## config.mk

```make
export PLATFORM = sky130hd
export DESIGN_NAME = serial_rx_vote
export DESIGN_NICKNAME = d
export VERILOG_FILES = /design/src/rtl/srx_pkg.sv /design/src/rtl/srx_sync.sv /design/src/rtl/srx_voter.sv /design/src/rtl/srx_shifter.sv /design/src/rtl/serial_rx_vote.sv
export SDC_FILE = /design/constraint.sdc
export NUM_CORES = 1
export LEC_CHECK = 0
export BUFFER_PORTS_ARGS = -buffer_cell sky130_fd_sc_hd__buf_4
export CAP_MARGIN = 20
export CORE_UTILIZATION = 25
export CTS_CLUSTER_SIZE = 40
export DETAILED_ROUTE_END_ITERATION = 6
export HOLD_SLACK_MARGIN = 0.03
export PLACE_DENSITY_LB_ADDON = 0.3
export SLEW_MARGIN = 40
export SYNTH_ARGS = -nofsm -noshare
export SYNTH_HDL_FRONTEND = slang
export SYNTH_SLANG_ARGS = --single-unit
```

## constraint.sdc

```tcl
create_clock -name clk -period 1.65 [get_ports clk]
set_clock_uncertainty 0.05 [all_clocks]
set_input_delay 0.33 -clock clk [delete_from_list [all_inputs] [get_ports clk]]
set_output_delay 0.33 -clock clk [all_outputs]
set_load 0.02 [all_outputs]
```

## src/rtl/srx_pkg.sv

```systemverilog
package srx_pkg;

    localparam int SRX_OSR    = 16;
    localparam int SRX_DATA_W = 8;

    typedef enum logic {
        RX_IDLE = 1'b0,
        RX_BUSY = 1'b1
    } srx_state_e;

    typedef struct packed {
        logic [SRX_DATA_W-1:0] data;
        logic                  stop;
    } srx_frame_t;

    function automatic logic maj3(input logic a, input logic b, input logic c);
        return (a & b) | (a & c) | (b & c);
    endfunction

endpackage

```

## src/rtl/srx_sync.sv

```systemverilog
module srx_sync #(
    parameter int STAGES = 2
) (
    input  logic clk,
    input  logic rst,
    input  logic tick,
    input  logic rxd_in,
    output logic rxd_sync,
    output logic fall
);

    logic [STAGES-1:0] chain_q;
    logic              last_q;

    generate
        if (STAGES == 1) begin : g_one
            always_ff @(posedge clk) begin
                if (rst) chain_q <= '1;
                else     chain_q <= rxd_in;
            end
        end else begin : g_many
            always_ff @(posedge clk) begin
                if (rst) chain_q <= '1;
                else     chain_q <= {chain_q[STAGES-2:0], rxd_in};
            end
        end
    endgenerate

    assign rxd_sync = chain_q[STAGES-1];

    always_ff @(posedge clk) begin
        if (rst)       last_q <= 1'b1;
        else if (tick) last_q <= rxd_sync;
    end

    assign fall = tick && last_q && !rxd_sync;

endmodule

```

## src/rtl/srx_voter.sv

```systemverilog
module srx_voter import srx_pkg::*; #(
    parameter int PH_W       = 4,
    parameter int SAMPLE_MID = 8
) (
    input  logic            clk,
    input  logic            rst,
    input  logic            tick,
    input  logic            active,
    input  logic [PH_W-1:0] phase,
    input  logic            rxd_sync,
    output logic            decide,
    output logic            bit_val
);

    localparam logic [PH_W-1:0] PH_EARLY = PH_W'(SAMPLE_MID - 1);
    localparam logic [PH_W-1:0] PH_MID   = PH_W'(SAMPLE_MID);
    localparam logic [PH_W-1:0] PH_LATE  = PH_W'(SAMPLE_MID + 1);

    logic s_early_q;
    logic s_mid_q;

    always_ff @(posedge clk) begin
        if (rst) begin
            s_early_q <= 1'b1;
            s_mid_q   <= 1'b1;
        end else if (tick && active) begin
            if (phase == PH_EARLY) s_early_q <= rxd_sync;
            if (phase == PH_MID)   s_mid_q   <= rxd_sync;
        end
    end

    assign decide  = tick && active && (phase == PH_LATE);
    assign bit_val = maj3(s_early_q, s_mid_q, rxd_sync);

    AST_UNANIMOUS_VOTE: assert property (@(posedge clk) disable iff (rst)
        (decide && (s_early_q == s_mid_q) && (s_mid_q == rxd_sync)) |-> (bit_val == rxd_sync));

endmodule

```

## src/rtl/srx_shifter.sv

```systemverilog
module srx_shifter #(
    parameter int WIDTH = 9
) (
    input  logic             clk,
    input  logic             rst,
    input  logic             preload,
    input  logic             shift,
    input  logic             din,
    output logic [WIDTH-1:0] sreg
);

    always_ff @(posedge clk) begin
        if (rst)          sreg <= '1;
        else if (preload) sreg <= '1;
        else if (shift)   sreg <= {din, sreg[WIDTH-1:1]};
    end

endmodule

```

## src/rtl/serial_rx_vote.sv

```systemverilog
module serial_rx_vote import srx_pkg::*; #(
    parameter int OSR         = SRX_OSR,
    parameter int SAMPLE_MID  = OSR / 2,
    parameter int SYNC_STAGES = 2
) (
    input  logic                  clk,
    input  logic                  rst,
    input  logic                  sample_en,
    input  logic                  rxd_in,
    input  logic                  mp_mode,
    input  logic                  done_clr,
    output logic [SRX_DATA_W-1:0] rx_byte,
    output logic                  rx_stop,
    output logic                  rx_done
);

    localparam int              PH_W   = $clog2(OSR);
    localparam int              SR_W   = SRX_DATA_W + 1;
    localparam logic [PH_W-1:0] PH_TOP = PH_W'(OSR - 1);

    logic             rxd_sync;
    logic             fall;
    logic             decide;
    logic             bit_val;
    logic [SR_W-1:0]  sreg;
    srx_state_e       state_q;
    logic [PH_W-1:0]  phase_q;
    srx_frame_t       held_q;
    logic             done_q;

    logic first_bit;
    logic last_bit;
    logic start_bad;
    logic frame_end;
    logic sr_load;
    logic sr_shift;
    logic accept;

    srx_sync #(.STAGES(SYNC_STAGES)) u_sync (
        .clk      (clk),
        .rst      (rst),
        .tick     (sample_en),
        .rxd_in   (rxd_in),
        .rxd_sync (rxd_sync),
        .fall     (fall)
    );

    srx_voter #(.PH_W(PH_W), .SAMPLE_MID(SAMPLE_MID)) u_vote (
        .clk      (clk),
        .rst      (rst),
        .tick     (sample_en),
        .active   (state_q == RX_BUSY),
        .phase    (phase_q),
        .rxd_sync (rxd_sync),
        .decide   (decide),
        .bit_val  (bit_val)
    );

    srx_shifter #(.WIDTH(SR_W)) u_shift (
        .clk     (clk),
        .rst     (rst),
        .preload (sr_load),
        .shift   (sr_shift),
        .din     (bit_val),
        .sreg    (sreg)
    );

    // An all-ones register means nothing has been shifted in yet (first decision is the start bit);
    // a zero at bit 0 means the start bit has travelled through, so this decision is the stop bit.
    always_comb begin
        first_bit = (sreg == '1);
        last_bit  = !sreg[0];
        start_bad = decide && first_bit && bit_val;
        frame_end = decide && last_bit;
        sr_load   = (state_q == RX_IDLE) && fall;
        sr_shift  = decide && !start_bad;
        accept    = frame_end && !done_q && (!mp_mode || bit_val);
    end

    always_ff @(posedge clk) begin
        if (rst) begin
            state_q <= RX_IDLE;
            phase_q <= '0;
        end else begin
            case (state_q)
                RX_IDLE: begin
                    if (fall) begin
                        state_q <= RX_BUSY;
                        phase_q <= PH_W'(1);
                    end
                end
                RX_BUSY: begin
                    if (start_bad || frame_end) begin
                        state_q <= RX_IDLE;
                        phase_q <= '0;
                    end else if (sample_en) begin
                        phase_q <= (phase_q == PH_TOP) ? '0 : phase_q + PH_W'(1);
                    end
                end
                default: begin
                    state_q <= RX_IDLE;
                    phase_q <= '0;
                end
            endcase
        end
    end

    always_ff @(posedge clk) begin
        if (rst) begin
            held_q <= '0;
            done_q <= 1'b0;
        end else if (accept) begin
            held_q.data <= sreg[SR_W-1:1];
            held_q.stop <= bit_val;
            done_q      <= 1'b1;
        end else if (done_clr) begin
            done_q <= 1'b0;
        end
    end

    assign rx_byte = held_q.data;
    assign rx_stop = held_q.stop;
    assign rx_done = done_q;

    AST_LOAD_AFTER_FRAME: assert property (@(posedge clk) disable iff (rst)
        $rose(rx_done) |-> $past(state_q == RX_BUSY));

    AST_HOLD_WHILE_DONE: assert property (@(posedge clk) disable iff (rst)
        (rx_done && !done_clr) |=> ($stable(rx_byte) && $stable(rx_stop) && rx_done));

    AST_MP_NEEDS_STOP: assert property (@(posedge clk) disable iff (rst)
        ($rose(rx_done) && $past(mp_mode)) |-> rx_stop);

    AST_CLEAR_DROPS_DONE: assert property (@(posedge clk) disable iff (rst)
        (rx_done && done_clr) |=> !rx_done);

endmodule

```

==> impl_metrics.csv <==
group,metric,value,unit
status,status,"finished clean",
die,die_area,5200,µm²
timing,rsz0062_at_grt,"false",
synthesis,synth_top_cell_area_share,0.473,
drt,wl_met3,112,µm
global_route,grt_overflow,0,
timing,max_freq,648,MHz
final_layout,area.growth.synth_to_final,26.6,%
place,dpl-instance-area,1450,µm²
final_layout,layout_common_cells,"dfxtp_1, buf_4, nand3_1",
clock_tree,cts_made_buffers,5,
clock_tree,clock-sinks,29,
final_layout,fillers,496,
drt,ant_nets,0,
power_and_ir_drop,peakVddDrop,0.000294,V
synthesis,syn_area_per_cell,9.24,µm²
drt,num_vias,1040,
synthesis,synthTopCellsByArea,"dfxtp_1, mux2i_1, nand3_1, nand2_1, ha_1",
setup_path,crit_chain,"inv_1 -> or4_1 -> a211o_1 -> o2bb2ai_1",
timing,setup_ws,0.106,ns
power_and_ir_drop,powerDensity,903,nW/µm²
power_and_ir_drop,p_total,1400,µW
setup_path,cp_data_arrival_time,1.71,ns
final_layout,drive_gt1_frac,0.234,
die,rows,25,
synthesis,synthCells,133,
die,die_h,72.1,µm
die,die_w,72.1,µm
setup_path,cp-start-kind,"flip-flop",
place,hpwl,1790,µm
drt,via_per_inst,4.62,
synthesis,synth.largest_area_cell,"dfxtp_1",
global_route,grt_pass1_vias,1021,
place,port_buffers,15,
final_layout,final_common_cell,"dfxtp_1",
timing,finalHoldViolations,0,
hold_path,min_path_type,"in -> reg",
synthesis,synth.distinct_cells,36,
drt,wl,2610,µm
drt,drtPass1Iterations,4,
timing,max_slew_margin,0.823,
drt,route.top_layer_used,"met4",
setup_path,crit_type,"reg -> reg",
clock_tree,h-tree-depth,2,
final_layout,fin_util,0.329,
drt,wl_met2,1200,µm
timing,slew_viol_final,0,
setup_path,crit_fanout,4,
drt,wl_per_cell,11.6,µm
clock_tree,clock-root-buffer,"clkbuf_8",
final_layout,fin_nets,166,
synthesis,syn_nets,142,
clock_tree,cts_max_path_buffers,2,
setup_path,crit_required,1.82,ns
setup_path,end_kind,"flip-flop",
clock_tree,tritoncts,"yes",
synthesis,ys_warn_count,0,
drt,drc,0,
final_layout,design_area,1560,µm²
drt,wl_met1,1210,µm
timing,finalCritPeriodShare,0.936,
place,post-place-ws,0.122,ns
clock_tree,postCtsHoldBufs,0,
clock_tree,clock_latency,0.28,ns
power_and_ir_drop,p_leak,0.000656,µW
synthesis,seq_area_frac_synth,0.473,
drt,drtIter0Drc,64,
setup_path,slowest_stage,"or4_1",
place,gp_congestion,0.861,
timing,fin_setup_tns,0,ns
clock_tree,cts_setup_buffers,0,
synthesis,yosys_register_bits,29,
run,maxCapViolCount,0,
timing,setup_viol,0,
synthesis,netlist_area,1230,µm²
final_layout,antenna_cells,0,
global_route,grt_pass1_wl,4550,µm
global_route,grt_usage,0.116,
die,initial_core_util,0.260,
die,ios,16,
global_route,grt_max_degree,24,
clock_tree,clk_pin_slew,0.06,ns
die,core,4720,µm²
setup_path,slowest_delay,0.49,ns
timing,tightest_slew,0.262,ns
timing,fin_crit,1.54,ns
global_route,antenna_found_initial,0,
worst max-delay path: cells and delay by family (launching register included):
| family | cells | cell delay (ns) |
|---|---|---|
| buffers and inverters | 1 | 0.10 |
| AOI/OAI and AO/OA | 2 | 0.44 |
| DFF | 1 | 0.40 |
| and+or+nand+nor | 1 | 0.49 |
routing by layer:
metal	vias to the layer above	track usage
li1	534	-
met1	470	0.134
met2	27	0.183
met3	9	0.0375
met4	0	0.0806
met5	-	0
worst paths after layout:
kind / cells after the start / to / from / slack (ns)
worst max-delay path: 4 / phase_q[3]$_SDFFE_PP0P_ / phase_q[1]$_SDFFE_PP0P_ / 0.11
worst min register to register: 1 / u_sync.chain_q[1]$_SDFF_PP1_ / u_sync.chain_q[0]$_SDFF_PP1_ / 0.36
worst min-delay path: 2 / u_sync.chain_q[0]$_SDFF_PP1_ / rxd_in / 0.18
worst max register to register: 4 / phase_q[3]$_SDFFE_PP0P_ / phase_q[1]$_SDFFE_PP0P_ / 0.11
power breakdown:
| group | total, µW | switching (µW) | internal (µW) |
|---|---|---|---|
| logic | 50.5 | 27.3 | 23.2 |
| registers | 710 | 3.98 | 706 |
| clock network | 644 | 268 | 376 |
| total | 1400 | 299 | 1110 |
logic make-up after synthesis:
kind of cell	after synthesis	share of synthesized area
flip-flops	29	0.473
AND/OR/NAND/NOR	56	0.237
buffers and inverters	10	0.0356
multiplexers	9	0.0733
AO/OA/AOI/OAI	25	0.142
adder cells (fa/ha/maj)	4	0.0397
final cells by class:
| type | count | area (µm²) | share of cell area |
|---|---|---|---|
| timing repair buffer | 22 | 165 | 0.106 |
| multi-input combinational | 94 | 604 | 0.389 |
| tap | 67 | 83.8 | 0.0539 |
| sequential | 29 | 582 | 0.374 |
| clock inverter | 1 | 5.00 | 0.00322 |
| clock buffer | 7 | 96.3 | 0.0619 |
| inverter | 5 | 18.8 | 0.0121 |
registers in the layout, indices dropped and copies added, names as in the netlist:
| register | flops |
|---|---|
| u_sync.last_q | 1 |
| u_vote.s_mid_q | 1 |
| u_shift.sreg | 9 |
| u_vote.s_early_q | 1 |
| rx_done | 1 |
| state_q | 1 |
| phase_q | 4 |
| rx_stop | 1 |
| u_sync.chain_q | 2 |
| rx_byte | 8 |
metrics by stage:
step           instances  hold slack, ns
2_1_floorplan        133           0.339
5_1_grt              225           0.174
3_3_place_gp         217           0.343
4_1_cts              225           0.167
6_report             225           0.175
3_5_place_dp         217           0.349
cell usage after synthesis (all sizes together):
library cell / number
dfxtp: 29
nand3: 15
nand2: 12
nor2: 10
mux2i: 9
o21ai: 6
a21oi: 5
inv: 5
a211o: 3
and4: 3
buf: 3
ha: 3
nand2b: 3
nor3: 3
a31oi: 2
clkbuf: 2
nor2b: 2
o2bb2ai: 2
or2: 2
a21bo: 1
a21boi: 1
a311o: 1
and2: 1
and4b: 1
maj3: 1
nand4: 1
nand4b: 1
o2111ai: 1
o21a: 1
o22ai: 1
o41ai: 1
or4: 1
or4b: 1
what timing repair did:
| action | in CTS | in global routing |
|---|---|---|
| gates resized for setup | 0 | 1 |
| endpoints found under the setup margin | 0 | 1 |
| hold endpoints to repair | 0 | 0 |
Note: power is estimated with default switching activity, not from simulation.
